**src/rtl/lut_logic_unit.sv**
```systemverilog
module lut_logic_unit #(
  parameter int WIDTH = 64
) (
  input  logic             clk,
  input  logic             rst_n,
  input  logic             in_valid,
  input  logic             in_dyn,
  input  logic             in_rec,
  input  logic [7:0]       in_table,
  input  logic [WIDTH-1:0] src_a,
  input  logic [WIDTH-1:0] src_b,
  input  logic [WIDTH-1:0] src_c,
  output logic             out_valid,
  output logic [WIDTH-1:0] out_result,
  output logic             out_rec_valid,
  output logic [2:0]       out_flags
);

  logic [WIDTH-1:0] res_d;
  logic [3:0]       dyn_tbl;
  logic             is_neg, is_zero;

  assign dyn_tbl = src_c[3:0];

  for (genvar i = 0; i < WIDTH; i++) begin : g_bit
    logic [2:0] idx3;
    logic [1:0] idx2;
    assign idx3     = {src_a[i], src_b[i], src_c[i]};
    assign idx2     = {src_a[i], src_b[i]};
    assign res_d[i] = in_dyn ? dyn_tbl[idx2] : in_table[idx3];
  end

  assign is_neg  = res_d[WIDTH-1];
  assign is_zero = ~|res_d;

  always_ff @(posedge clk) begin
    if (!rst_n) begin
      out_valid     <= 1'b0;
      out_rec_valid <= 1'b0;
      out_result    <= '0;
      out_flags     <= 3'b000;
    end else begin
      out_valid     <= in_valid;
      out_rec_valid <= in_valid & in_rec;
      if (in_valid) begin
        out_result <= res_d;
        out_flags  <= in_rec ? {is_neg, ~is_neg & ~is_zero, is_zero} : 3'b000;
      end
    end
  end

endmodule

```
**config.mk**
```make
export PLATFORM = sky130hd
export DESIGN_NAME = lut_logic_unit
export DESIGN_NICKNAME = d
export VERILOG_FILES = /design/src/rtl/lut_logic_unit.sv
export SDC_FILE = /design/constraint.sdc
export NUM_CORES = 1
export LEC_CHECK = 0
export CAP_MARGIN = 10
export CORE_MARGIN = 4
export CORE_UTILIZATION = 65
export CTS_CLUSTER_DIAMETER = 40
export CTS_CLUSTER_SIZE = 16
export DETAILED_ROUTE_END_ITERATION = 10
export DONT_BUFFER_PORTS = 1
export HOLD_SLACK_MARGIN = 0.02
export PLACE_DENSITY = 0.81
export SYNTH_ARGS = -nofsm -noshare
export SYNTH_HDL_FRONTEND = slang
export SYNTH_SLANG_ARGS = --single-unit
```
**constraint.sdc**
```tcl
create_clock -name clk -period 4.48 [get_ports clk]
set_input_delay 0.896 -clock clk [delete_from_list [all_inputs] [get_ports clk]]
set_output_delay 0.896 -clock clk [all_outputs]
set_load 0.005 [all_outputs]
```
==> results of run 1 <==
[final cells by class]
cell class	instances	area, um2
well taps	180	225
clock buffers	12	267
flip-flops and latches	69	1380
clock inverters	4	30.0
inverters	2	7.51
multi-input cells	661	7190
fillers	1056	4720
[worst max-delay path, cell delays in order]
cell     delay, ns
mux4_2        0.46
nand2_1       0.07
o21ai_0       0.16
nor4_1        0.48
nand4_1       0.25
or4_1         0.56
or4_4         0.53
a22o_1        0.19
[flip-flops by register name, summed over array words and instances, names as in the netlist]
signal / flops
out_flags: 3
out_result: 64
out_rec_valid: 1
out_valid: 1
[worst paths after layout]
check,start,to,slack (ns),depth (start not counted)
min,out_result[51],out_result[51],0.51,1
max reg2reg,out_result[61],out_result[61],3.64,3
min reg2reg,out_result[51],out_result[51],0.51,1
max,src_b[45],out_flags[1],1.11,8
[power breakdown]
group | internal (mW) | switching (mW) | total (mW)
combinational | 0.398 | 0.188 | 0.586
clock | 0.422 | 0.298 | 0.721
sequential | 0.663 | 0.0519 | 0.715
[cells by family (layout without fill, tap and decap cells)]
family | after synthesis | after routing
flops | 69 | 69
simple gates | 233 | 233
buf+inv | 121 | 18
compound gates | 114 | 114
mux | 314 | 314
[per-layer routing]
layer,vias up,wire [um]
met5,-,0
met4,0,1510
met3,126,4430
met2,697,13700
met1,3808,10000
li1,3170,-
[cells in the final DEF (no fill, tap or decap), types with 5 or more instances in the layout]
master,synthesis,final
clkbuf_16,0,9
nor3b_1,15,15
a31oi_1,5,5
mux2_2,49,49
nand2_1,84,84
o21ai_0,42,42
nand3b_1,7,7
nor4_1,11,11
nand3_1,10,10
o22ai_1,13,13
or4_1,7,7
mux4_1,13,13
dfxtp_1,69,69
o211a_1,8,8
nand2b_1,13,13
mux2i_1,112,112
o41ai_1,9,9
o21ai_1,6,6
mux4_2,140,140
a2111oi_0,14,14
a21oi_1,7,7
nor2b_1,67,67
nor2_1,6,6
==> results.py, run 1 <==
metrics = {
    "logic_synthesis": {
        "synth_area_per_cell_um2": 10.8,
        "ys_ff_latch": 69,
        "synth_compound_area_share_pct": 8.20,
        "yosys-top-cells-count": "mux4_2 (140), mux2i_1 (112), clkbuf_1 (85), nand2_1 (84), dfxtp_1 (69)",
        "syn-instance-count": 851,
        "synth_nets": 1056,
        "synthTopCellsByArea": "mux4_2 (34%), dfxtp_1 (15%), mux2i_1 (12%), mux2_2 (6.0%), nor2b_1 (4.6%)",
        "synth-edff-count": 0,
        "yosys.area.top_type": "mux4_2",
        "ys_types": 41,
        "netlist_area_um2": 9150,
        "yosys.area_share.simple_pct": 13.9,
        "synth_fa_ha_area_share_pct": 0,
        "synth_xor_area_share_pct": 0,
        "ys_warn_count": 0,
        "synthMuxAreaShare_pct": 56.5,
        "synth.most_common_cell": "mux4_2",
        "synth_top_family_by_area": "multiplexers",
        "yosysSeqAreaShare_pct": 15.1,
        "synth_ff_type": "dfxtp_1",
        "yosysTopAreaCellShare_pct": 34.4,
        "synth_async_sr_flop_share_pct": 0,
    },
    "critical_path": {
        "worstPathArrival_ns": 3.61,
        "end_kind": "flop",
        "required_ns": 4.71,
        "critPathLaunchType": "input port",
        "path_class": "input port to flop",
        "crit_fanout": 5,
    },
    "detailed_routing": {
        "routed_wl_um": 29700,
        "drt_first_iter_violations": 1018,
        "drt-wirelength-per-cell_um": 32.0,
        "vias": 7801,
        "drc_errors": 0,
        "antenna_left": 0,
        "detail_route.first_pass.iterations": 5,
        "post_drt_via_cell_ratio": 8.41,
    },
    "min_path": {
        "hp-class": "flop to flop",
    },
    "clock_network": {
        "clk_latency_ns": 0.34,
        "cts_sinks": 69,
        "cts_resized": 0,
        "cts_buffers": 9,
        "ctsRootBufferMaster": "clkbuf_16",
        "htreeDepth": 3,
        "hold_buffers": 0,
        "clk_pin_slew_ns": 0.06,
        "clk_path_buf_depth": 2,
        "cts_setup_buffers": 0,
        "cts_tree": "yes",
    },
    "floorplan": {
        "start_util_pct": 66.2,
        "dieArea_um2": 16000,
        "core_region_area_um2": 13800,
        "fp.dieW_um": 127,
        "io-pin-count": 274,
        "num_rows": 43,
        "fp.dieH_um": 127,
    },
    "grt": {
        "grt_pass1_wl_um": 45400,
        "antenna_found_initial": 0,
        "use_met2_pct": 56.3,
        "grt_pass1_vias": 7541,
        "grt_max_degree": 128,
        "gr-usage-met3_pct": 13.6,
        "busiest_layer": "met2",
        "grt_use_met1_pct": 46.1,
        "grt.total_usage_pct": 36.3,
        "grt_overflow": 0,
    },
    "timing": {
        "max-slew-margin-rel_pct": 49.3,
        "whs_ns": 0.510,
        "setup_viol": 0,
        "fmax_mhz": 296,
        "hold_viol_final": 0,
        "worstMarginPinSlew_ns": 0.751,
        "final.min_clock_period_ns": 3.37,
        "clock_skew_ns": 0,
        "setup_ws_ns": 1.11,
        "rsz0062_at_grt": "no",
        "fin_tns_setup_ns": 0,
        "post-route-period-util_pct": 75.3,
        "slew_viol_final": 0,
    },
    "finish": {
        "fin_util_pct": 65.8,
        "final_cells": 928,
        "area.growth.synth_to_final_pct": -0.560,
        "final_area_um2": 9100,
        "finalNetCount": 948,
        "drive_gt1_share_pct": 27.7,
        "antennaDiodeCount": 0,
    },
    "power": {
        "p_total_mw": 2.02,
        "peakVddDrop_mv": 0.186,
        "power.density_nw_per_um2": 222,
        "power.leakage_nw": 3.28,
    },
    "placed_design": {
        "place_ws_ns": 0.709,
        "gp_congestion": 0.959,
        "dpl_cell_area_um2": 8810,
        "port_buffers": 0,
        "dp_cells": 912,
        "place_hpwl_um": 19500,
    },
    "run": {
        "cap_violations": 0,
    },
    "status": {
        "outcome": "finished, final reports clean",
    },
}
(Power assumes the default switching activity.)
==> run 2: changes to the inputs <==
--- a/config.mk
+++ b/config.mk
@@ -7,13 +7,13 @@
 export LEC_CHECK = 0
 export CAP_MARGIN = 10
 export CORE_MARGIN = 4
-export CORE_UTILIZATION = 65
+export CORE_UTILIZATION = 60
 export CTS_CLUSTER_DIAMETER = 40
 export CTS_CLUSTER_SIZE = 16
 export DETAILED_ROUTE_END_ITERATION = 10
 export DONT_BUFFER_PORTS = 1
 export HOLD_SLACK_MARGIN = 0.02
-export PLACE_DENSITY = 0.81
+export PLACE_DENSITY = 0.79
 export SYNTH_ARGS = -nofsm -noshare
 export SYNTH_HDL_FRONTEND = slang
 export SYNTH_SLANG_ARGS = --single-unit
==> constraint.sdc (replaced) <==
create_clock -name clk -period 2.9 [get_ports clk]
set_input_delay 0.58 -clock clk [delete_from_list [all_inputs] [get_ports clk]]
set_output_delay 0.58 -clock clk [all_outputs]
set_load 0.005 [all_outputs]
==> results.py, run 2 (synthesis results as in run 1) <==
metrics = {
    "power": {
        "power.density_nw_per_um2": 345,
        "peakVddDrop_mv": 0.269,
        "power.leakage_nw": 3.38,
    },
    "timing": {
        "fmax_mhz": 356,
        "post-route-period-util_pct": 96.8,
        "rsz0062_at_grt": "no",
        "clock_skew_ns": 0,
        "hold_viol_final": 0,
        "worstMarginPinSlew_ns": 1.06,
        "setup_viol": 0,
        "max-slew-margin-rel_pct": 28.6,
        "final.min_clock_period_ns": 2.81,
        "slew_viol_final": 0,
    },
    "placed_design": {
        "dp_cells": 938,
        "gp_congestion": 0.867,
        "place_hpwl_um": 19400,
        "port_buffers": 0,
        "dpl_cell_area_um2": 8960,
    },
    "grt": {
        "grt_overflow": 0,
        "grt_pass1_vias": 7633,
        "grt_max_degree": 128,
        "grt.total_usage_pct": 33.1,
        "grt_pass1_wl_um": 45400,
        "antenna_found_initial": 0,
    },
    "detailed_routing": {
        "drt-wirelength-per-cell_um": 31.1,
        "routed_wl_um": 29700,
        "vias": 7734,
        "drt_first_iter_violations": 958,
        "detail_route.first_pass.iterations": 5,
        "post_drt_via_cell_ratio": 8.11,
        "drc_errors": 0,
        "antenna_left": 0,
    },
    "finish": {
        "antennaDiodeCount": 0,
        "layout_common_cells": "mux4_2 (143), mux2i_1 (112), nand2_1 (84)",
        "largest_reg_flops": 64,
        "final_area_um2": 9280,
        "largest-register": "out_result",
        "final_cells": 954,
        "finalNetCount": 970,
        "drive_gt1_share_pct": 30.3,
        "reg.largest.list": "out_result (64), out_flags (3)",
        "final_common_cell": "mux4_2",
        "area.growth.synth_to_final_pct": 1.33,
        "n_fill_cell": 1174,
    },
    "clock_network": {
        "cts_setup_buffers": 0,
        "cts_tree": "yes",
        "clk_pin_slew_ns": 0.06,
        "cts_sinks": 69,
        "htreeDepth": 3,
        "clk_latency_ns": 0.35,
        "cts_buffers": 9,
        "ctsRootBufferMaster": "clkbuf_16",
        "clk_path_buf_depth": 2,
    },
    "critical_path": {
        "end_kind": "flop",
        "required_ns": 3.14,
        "critical_path.max_stage_delay_ns": 0.51,
        "path_class": "input port to flop",
        "worstPathArrival_ns": 3.05,
        "critical-path-slowest-cell": "or4_1",
        "crit_chain": "nor2b_1, a2111oi_0, o41ai_1, nor4_1, buf_4, nand4b_1, or4_1, or4_4, a22o_1",
        "crit_fanout": 64,
        "critPathLaunchType": "input port",
    },
    "status": {
        "outcome": "finished, final reports clean",
    },
    "floorplan": {
        "core_region_area_um2": 14800,
        "fp.dieW_um": 132,
        "fp.dieH_um": 132,
        "dieArea_um2": 17300,
        "num_rows": 44,
        "io-pin-count": 274,
        "start_util_pct": 62.0,
    },
    "min_path": {
        "hp-class": "input port to flop",
    },
    "run": {
        "cap_violations": 0,
    },
}
run 2: power breakdown:
| group | switching, mW | leakage, nW | internal [mW] |
|---|---|---|---|
| Clock | 0.440 | 0.143 | 0.687 |
| Combinational | 0.316 | 2.66 | 0.660 |
| Sequential | 0.0674 | 0.569 | 1.02 |
| Total | 0.824 | 3.38 | 2.37 |
run 2: stage by stage:
step / hold WS [ns] / setup TNS [ns] / total power, mW / setup slack [ns] / utilization (%)
floorplan: 0.442 / -0.114 / 2.06 / -0.114 / -
global placement: 0.502 / -0.358 / 2.03 / -0.234 / 60.8
detailed placement: 0.504 / -0.457 / 2.08 / -0.282 / 60.8
CTS: 0.331 / 0 / 3.20 / 0.0769 / 62.8
global route: 0.343 / 0 / 3.34 / 0.00726 / 62.9
finish: 0.359 / 0 / 3.20 / 0.0921 / 62.9
run 2: layer usage:
layer	wire [um]	part of all wire [%]	up-vias	GRT usage [%]
met4	1460	4.9	0	13.4
met2	13900	47	653	53.3
li1	-	-	3209	-
met5	0	0	-	0
met1	10300	35	3752	39.4
met3	4100	14	120	14.0
run 2: final cells by class:
class	instances	area, um2	share of cell area, %
multi-input cells	661	7200	77.6
flip-flops and latches	69	1380	14.9
clock buffers	12	246	2.66
well taps	184	230	2.48
repair buffers	22	165	1.78
clock inverters	4	47.5	0.513
inverters	2	7.51	0.0809
run 2: final timing paths:
check / start / endpoint / slack (ns) / cells after the start
setup / recovery: in_table[0] / out_flags[1] / 0.09 / 9
setup reg to reg: out_result[61] / out_result[61] / 2.02 / 3
hold reg to reg: out_result[28] / out_result[28] / 0.52 / 1
hold / removal: in_valid / out_result[13] / 0.36 / 1
run 2: repair_timing:
action,in CTS,in global routing
endpoints found under the setup margin,0,1
hold buffers,0,0
resized for setup,0,4
run 2: worst max-delay path, delay by kind of cell:
family                 cells  cell delay (ns)
AND/OR/NAND/NOR            5             1.50
AO/OA/AOI/OAI              3             0.78
buffers and inverters      1             0.17
